[src/rtl/ctxs_pkg.sv]
package ctxs_pkg;

    // Which rule produced the next running context
    typedef enum logic [1:0] {
        SEL_HOLD = 2'd0,
        SEL_RSP  = 2'd1,
        SEL_TRAP = 2'd2,
        SEL_RDY  = 2'd3
    } sel_src_e;

    // Next-state bundle of the scheduler
    typedef struct packed {
        sel_src_e src;
        logic     idle;
    } sched_dec_t;

    function automatic logic is_idle_src(input sel_src_e s);
        return s == SEL_HOLD;
    endfunction

endpackage

[src/rtl/ctx_bus_gate.sv]
module ctx_bus_gate #(
    parameter int N_CTX = 4,
    parameter int CTX_W = 2
) (
    input  logic             bus_claim_i,
    input  logic             rsp_valid_i,
    input  logic [CTX_W-1:0] rsp_ctx_i,
    output logic             take_o,
    output logic [N_CTX-1:0] clr_vec_o
);
    // The processor owns the bus whenever it claims it
    assign take_o = rsp_valid_i & ~bus_claim_i;

    for (genvar i = 0; i < N_CTX; i++) begin : g_dec
        assign clr_vec_o[i] = take_o && (rsp_ctx_i == CTX_W'(i));
    end
endmodule

[src/rtl/ctx_wait_flags.sv]
module ctx_wait_flags #(
    parameter int N_CTX = 4,
    parameter int CTX_W = 2
) (
    input  logic             clk,
    input  logic             rst,
    input  logic             set_en_i,
    input  logic [CTX_W-1:0] set_idx_i,
    input  logic [N_CTX-1:0] clr_vec_i,
    output logic [N_CTX-1:0] wait_q_o,
    output logic [N_CTX-1:0] wait_nxt_o
);
    for (genvar i = 0; i < N_CTX; i++) begin : g_flag
        logic set_hit;
        assign set_hit = set_en_i && (set_idx_i == CTX_W'(i));

        // A completion clears the flag even if a block sets it in the same cycle
        always_comb begin
            if (clr_vec_i[i])
                wait_nxt_o[i] = 1'b0;
            else if (set_hit)
                wait_nxt_o[i] = 1'b1;
            else
                wait_nxt_o[i] = wait_q_o[i];
        end

        always_ff @(posedge clk) begin
            if (rst)
                wait_q_o[i] <= 1'b0;
            else
                wait_q_o[i] <= wait_nxt_o[i];
        end
    end
endmodule

[src/rtl/ctx_rr_pick.sv]
module ctx_rr_pick #(
    parameter int N_CTX = 4,
    parameter int CTX_W = 2
) (
    input  logic [N_CTX-1:0] mask_i,
    input  logic [CTX_W-1:0] base_i,
    output logic             found_o,
    output logic [CTX_W-1:0] idx_o
);
    // Scan from base upward with wrap; offset 0 is checked last so it wins
    always_comb begin
        found_o = 1'b0;
        idx_o   = '0;
        for (int k = N_CTX - 1; k >= 0; k--) begin
            logic [CTX_W-1:0] pos;
            pos = CTX_W'((int'(base_i) + k) % N_CTX);
            if (mask_i[pos]) begin
                found_o = 1'b1;
                idx_o   = pos;
            end
        end
    end
endmodule

[src/rtl/ctx_sched.sv]
module ctx_sched
    import ctxs_pkg::*;
#(
    parameter int N_CTX = 4,
    parameter int CTX_W = (N_CTX > 1) ? $clog2(N_CTX) : 1
) (
    input  logic             clk,
    input  logic             rst,
    input  logic             mem_block_i,
    input  logic             bus_claim_i,
    input  logic             rsp_valid_i,
    input  logic [CTX_W-1:0] rsp_ctx_i,
    input  logic [N_CTX-1:0] trap_act_i,
    output logic [CTX_W-1:0] run_ctx_o,
    output logic             idle_o,
    output logic             advance_o,
    output logic             rsp_take_o,
    output logic [N_CTX-1:0] waiting_o
);
    logic [CTX_W-1:0] cur_q;
    logic             idle_q;
    logic [N_CTX-1:0] clr_vec;
    logic [N_CTX-1:0] wait_q;
    logic [N_CTX-1:0] wait_nxt;
    logic [N_CTX-1:0] ready_nxt;
    logic [N_CTX-1:0] trap_ready;
    logic             take;
    logic             blk_set;
    logic             trap_found;
    logic [CTX_W-1:0] trap_idx;
    logic             rdy_found;
    logic [CTX_W-1:0] rdy_idx;
    sched_dec_t       dec;

    // A held (idle) pipeline cannot raise a new block
    assign blk_set = mem_block_i & ~idle_q;

    ctx_bus_gate #(.N_CTX(N_CTX), .CTX_W(CTX_W)) u_gate (
        .bus_claim_i (bus_claim_i),
        .rsp_valid_i (rsp_valid_i),
        .rsp_ctx_i   (rsp_ctx_i),
        .take_o      (take),
        .clr_vec_o   (clr_vec)
    );

    ctx_wait_flags #(.N_CTX(N_CTX), .CTX_W(CTX_W)) u_flags (
        .clk        (clk),
        .rst        (rst),
        .set_en_i   (blk_set),
        .set_idx_i  (cur_q),
        .clr_vec_i  (clr_vec),
        .wait_q_o   (wait_q),
        .wait_nxt_o (wait_nxt)
    );

    assign ready_nxt  = ~wait_nxt;
    assign trap_ready = ready_nxt & trap_act_i;

    ctx_rr_pick #(.N_CTX(N_CTX), .CTX_W(CTX_W)) u_pick_trap (
        .mask_i  (trap_ready),
        .base_i  (cur_q),
        .found_o (trap_found),
        .idx_o   (trap_idx)
    );

    ctx_rr_pick #(.N_CTX(N_CTX), .CTX_W(CTX_W)) u_pick_rdy (
        .mask_i  (ready_nxt),
        .base_i  (cur_q),
        .found_o (rdy_found),
        .idx_o   (rdy_idx)
    );

    // Priority: completion, then trap handler, then any ready context
    always_comb begin
        if (take)
            dec.src = SEL_RSP;
        else if (trap_found)
            dec.src = SEL_TRAP;
        else if (rdy_found)
            dec.src = SEL_RDY;
        else
            dec.src = SEL_HOLD;
        dec.idle = is_idle_src(dec.src);
    end

    always_ff @(posedge clk) begin
        if (rst) begin
            cur_q  <= '0;
            idle_q <= 1'b0;
        end else begin
            idle_q <= dec.idle;
            case (dec.src)
                SEL_RSP:  cur_q <= rsp_ctx_i;
                SEL_TRAP: cur_q <= trap_idx;
                SEL_RDY:  cur_q <= rdy_idx;
                default:  cur_q <= cur_q;
            endcase
        end
    end

    assign run_ctx_o  = cur_q;
    assign idle_o     = idle_q;
    assign advance_o  = ~idle_q & ~mem_block_i;
    assign rsp_take_o = take;
    assign waiting_o  = wait_q;
endmodule

[config.mk]
export PLATFORM = sky130hd
export DESIGN_NAME = ctx_sched
export DESIGN_NICKNAME = d
export VERILOG_FILES = /design/src/rtl/ctxs_pkg.sv /design/src/rtl/ctx_bus_gate.sv /design/src/rtl/ctx_wait_flags.sv /design/src/rtl/ctx_rr_pick.sv /design/src/rtl/ctx_sched.sv
export SDC_FILE = /design/constraint.sdc
export NUM_CORES = 1
export LEC_CHECK = 0
export ABC_AREA = 1
export BUFFER_PORTS_ARGS = -buffer_cell sky130_fd_sc_hd__buf_2
export CAP_MARGIN = 10
export CORE_MARGIN = 3
export CORE_UTILIZATION = 45
export CTS_CLUSTER_SIZE = 12
export DETAILED_ROUTE_END_ITERATION = 7
export PLACE_DENSITY_LB_ADDON = 0.12
export SETUP_SLACK_MARGIN = 0.5
export SYNTH_ARGS = -nofsm -noshare
export SYNTH_HDL_FRONTEND = slang
export SYNTH_HIERARCHICAL = 1
export SYNTH_SLANG_ARGS = --single-unit
[constraint.sdc]
create_clock -name clk -period 1.95 [get_ports clk]
set_input_delay 0.39 -clock clk [delete_from_list [all_inputs] [get_ports clk]]
set_output_delay 0.39 -clock clk [all_outputs]
set_load 0.01 [all_outputs]
==> reports/metrics.cfg <==
[outcome]
status=complete, no violations

[logic_synthesis]
synth_fp_nets=193
synth_most_common_cell=nand2_1
ys.flop_type=dfxtp_1
yosysWarningCount=6
synth.area.top_cells=nand2_1 24%, dfxtp_1 15%, inv_1 14%, nand3_1 9.4%, nor2_1 8.7%
synth_edf_count=0
ys_types=20
synth_top_area_share_pct=24.35
synthCells=182
yosysTopAreaCell=nand2_1
synthTopCellsByCount=59 x nand2_1, 35 x inv_1, 21 x nor2_1, 17 x nand3_1, 12 x inv_2
synth-async-reset-ratio_pct=0
ys_seq_area_share_pct=15.41
synth-seq-cells=7
synth.avg_cell_area_um2=4.998
syn-cell-area_um2=909.6

[global_routing]
antenna_found_initial=0
grt_use_total_pct=19.16
grt_start_max_net_pins=25
overflow=0
grt_pass1_vias=952
grt_pass1_wl_mm=3.795

[critical_path]
reg2regPathDepth=17
cp_num_buf_inv=5
crit_top_cell=nand2_2
critPathMaxFanout=4
crit_path_start_kind=flip-flop
cp.depth=17
crit_end=run_ctx_o[1]$_SDFFE_PP0P_
cp.required_ns=2.11
crit_slowest_cell=dfxtp_4
timing.reg2reg.setup_slack_ns=0.09
critical_path.cell_chain=nor2_4 > nand3_2 > nand2_2 > nand2_2 > inv_2 > inv_1 > inv_2 > nand2_2 > and2_4 > nand2_2 > nand2_1 > inv_1 > a21boi_1 > o211ai_1 > nand3_1 > nand2_1 > inv_1
critical-path-max-stage-delay_ns=0.35
r2r-end=run_ctx_o[1]$_SDFFE_PP0P_
crit_type=reg -> reg
timing.rr.start=idle_o$_SDFF_PP0_
cp_top_family=simple AND/OR/NAND/NOR gates
end_kind=flip-flop
cp.arrival_ns=2.02
crit_start=idle_o$_SDFF_PP0_

[layout]
drive_above_1_share_pct=47.89
diodes=0
fill_cells=182
nets=225
syn_to_final_growth_pct=38.38
final_cells=238

[clock_network]
clock_latency_ns=0.26
cts_root_buffer=clkbuf_4
numCtsBuffers=3
cts.htree.levels=1
clock_path_buffers=2
cts_hold_buffers=0
clkSinkCount=7
cts_tree=done
clkSlewWorstSetupHoldPaths_ns=0.05

[timing]
relSlewSlack_pct=87.13
fmax_mhz=537.9
setup_viol=0
tns_ns=0
setup_ws_ns=0.09100
hold_viol=0
tightest_slew_ns=0.1922
skew_ns=0.0007341
period_needed_ns=1.859
period_share_pct=95.33
slew_violations=0
rsz0062_at_grt=true

[drt]
first_pass_iters=4
drc_errors=0
drt_iter0_drc=19
wl_per_cell_um=9.819
vias_per_cell=4.643
ant_nets=0
wl_mm=2.337
vias=1105

[power]
seqPwrFrac_pct=13.8
power.internal_mw=0.7512
power_density_nw_per_um2=1269
total_power_mw=1.597
power.share.clock_pct=8.6
netSwitchingFraction_pct=52.96
peakVddDrop_v=0.0007244
p_leak_nw=0.7307
switchingPower_mw=0.8458
combPwrFrac_pct=77.6

[placement]
dp.cells=232
io_buffers=19
dp_hpwl_mm=1.825
pre_cts_slack_ns=-0.1412
gp_congestion=0.8530

[floorplan]
dieWidth_um=50.96
core_um2=1821
dieArea_um2=2597
row_count=15
ios=20
die_h_um=50.96
initial_core_util_pct=49.97

[worst_hold_path]
hold_path.class=in -> reg

[flow_run]
drv_cap=0

## layer usage
layer / part of all wire [%] / vias up / global-route usage, %
met3: 3.8 / 4 / 5.831
met2: 51 / 20 / 35.62
li1: - / 593 / -
met1: 44 / 488 / 20.88
met4: 1.3 / 0 / 4.484
met5: 0 / - / 0
## timing repair
item / in CTS / in global routing
buffers inserted: 2 / 0
resized for setup: 11 / 30
setup endpoints to repair: 4 / 4
pin swaps: 8 / 15
## registers in the layout (all words and copies together), names as in the netlist
register          flops
u_flags/wait_q_o      4
run_ctx_o             2
idle_o                1
## per-stage QoR
step / util [%] / hold slack, ns / area [um2]
floorplan: - / 0.4569 / 937.1
global placement: 60.48 / 0.6158 / 1101
CTS: 64.05 / 0.3674 / 1166
detailed placement: 60.48 / 0.6226 / 1101
finish: 69.14 / 0.3640 / 1259
global route: 69.14 / 0.3613 / 1259
## power groups by stage
stage | Clock [mW] | Sequential, mW | Combinational (mW)
4_1_cts | 0.139 | 0.215 | 1.12
3_3_place_gp | 0 | 0.213 | 1.06
5_1_grt | 0.153 | 0.224 | 1.39
3_5_place_dp | 0 | 0.214 | 1.07
2_1_floorplan | 0 | 0.263 | 0.796
6_report | 0.137 | 0.221 | 1.24
## worst reg2reg max path: cells and delay by family, from the launching register on
| family | cells | cell delay (ns) |
|---|---|---|
| flops | 1 | 0.35 |
| compound gates | 2 | 0.27 |
| buf+inv | 5 | 0.25 |
| simple gates | 10 | 0.89 |
## area by class of cell
cell class	instances	area [um2]	share of cell area, %
Clock buffer	4	26.28	2.087
Inverter	50	197.7	15.71
Tap cell	25	31.28	2.485
Multi-Input combinational cell	123	670.6	53.28
Timing Repair Buffer	29	186.4	14.81
Sequential cell	7	146.4	11.63
## cells by family (layout without fill, tap and decap cells)
kind of cell           after synthesis  in the layout  synth area share, %
and+or+nand+nor                    111            111                52.96
buffers and inverters               52             83                23.38
AOI/OAI and AO/OA                   12             12                8.253
DFF                                  7              7                15.41
## cells in the final DEF (no fill, tap or decap), drive strengths merged
cell / netlist / layout
a21boi: 2 / 2
a21oi: 2 / 2
and2: 2 / 2
buf: 2 / 29
clkbuf: 0 / 4
clkinv: 3 / 3
dfxtp: 7 / 7
inv: 47 / 47
nand2: 67 / 67
nand3: 18 / 18
nand4: 1 / 1
nor2: 23 / 23
o211ai: 1 / 1
o21ai: 7 / 7
## worst min path at each step
stage	startpoint	to	slack [ns]	cells after the start
3_3_place_gp	u_flags/wait_q_o[1]$_SDFF_PP0_	u_flags/wait_q_o[1]$_SDFF_PP0_	0.62	5
4_1_cts	rst	u_flags/wait_q_o[0]$_SDFF_PP0_	0.37	2
5_1_grt	rst	u_flags/wait_q_o[0]$_SDFF_PP0_	0.36	2
6_report	rst	idle_o$_SDFF_PP0_	0.36	2
3_5_place_dp	u_flags/wait_q_o[2]$_SDFF_PP0_	u_flags/wait_q_o[2]$_SDFF_PP0_	0.62	5
2_1_floorplan	rst	u_flags/wait_q_o[0]$_SDFF_PP0_	0.46	1
No activity file was read; power rests on OpenSTA's default activity.
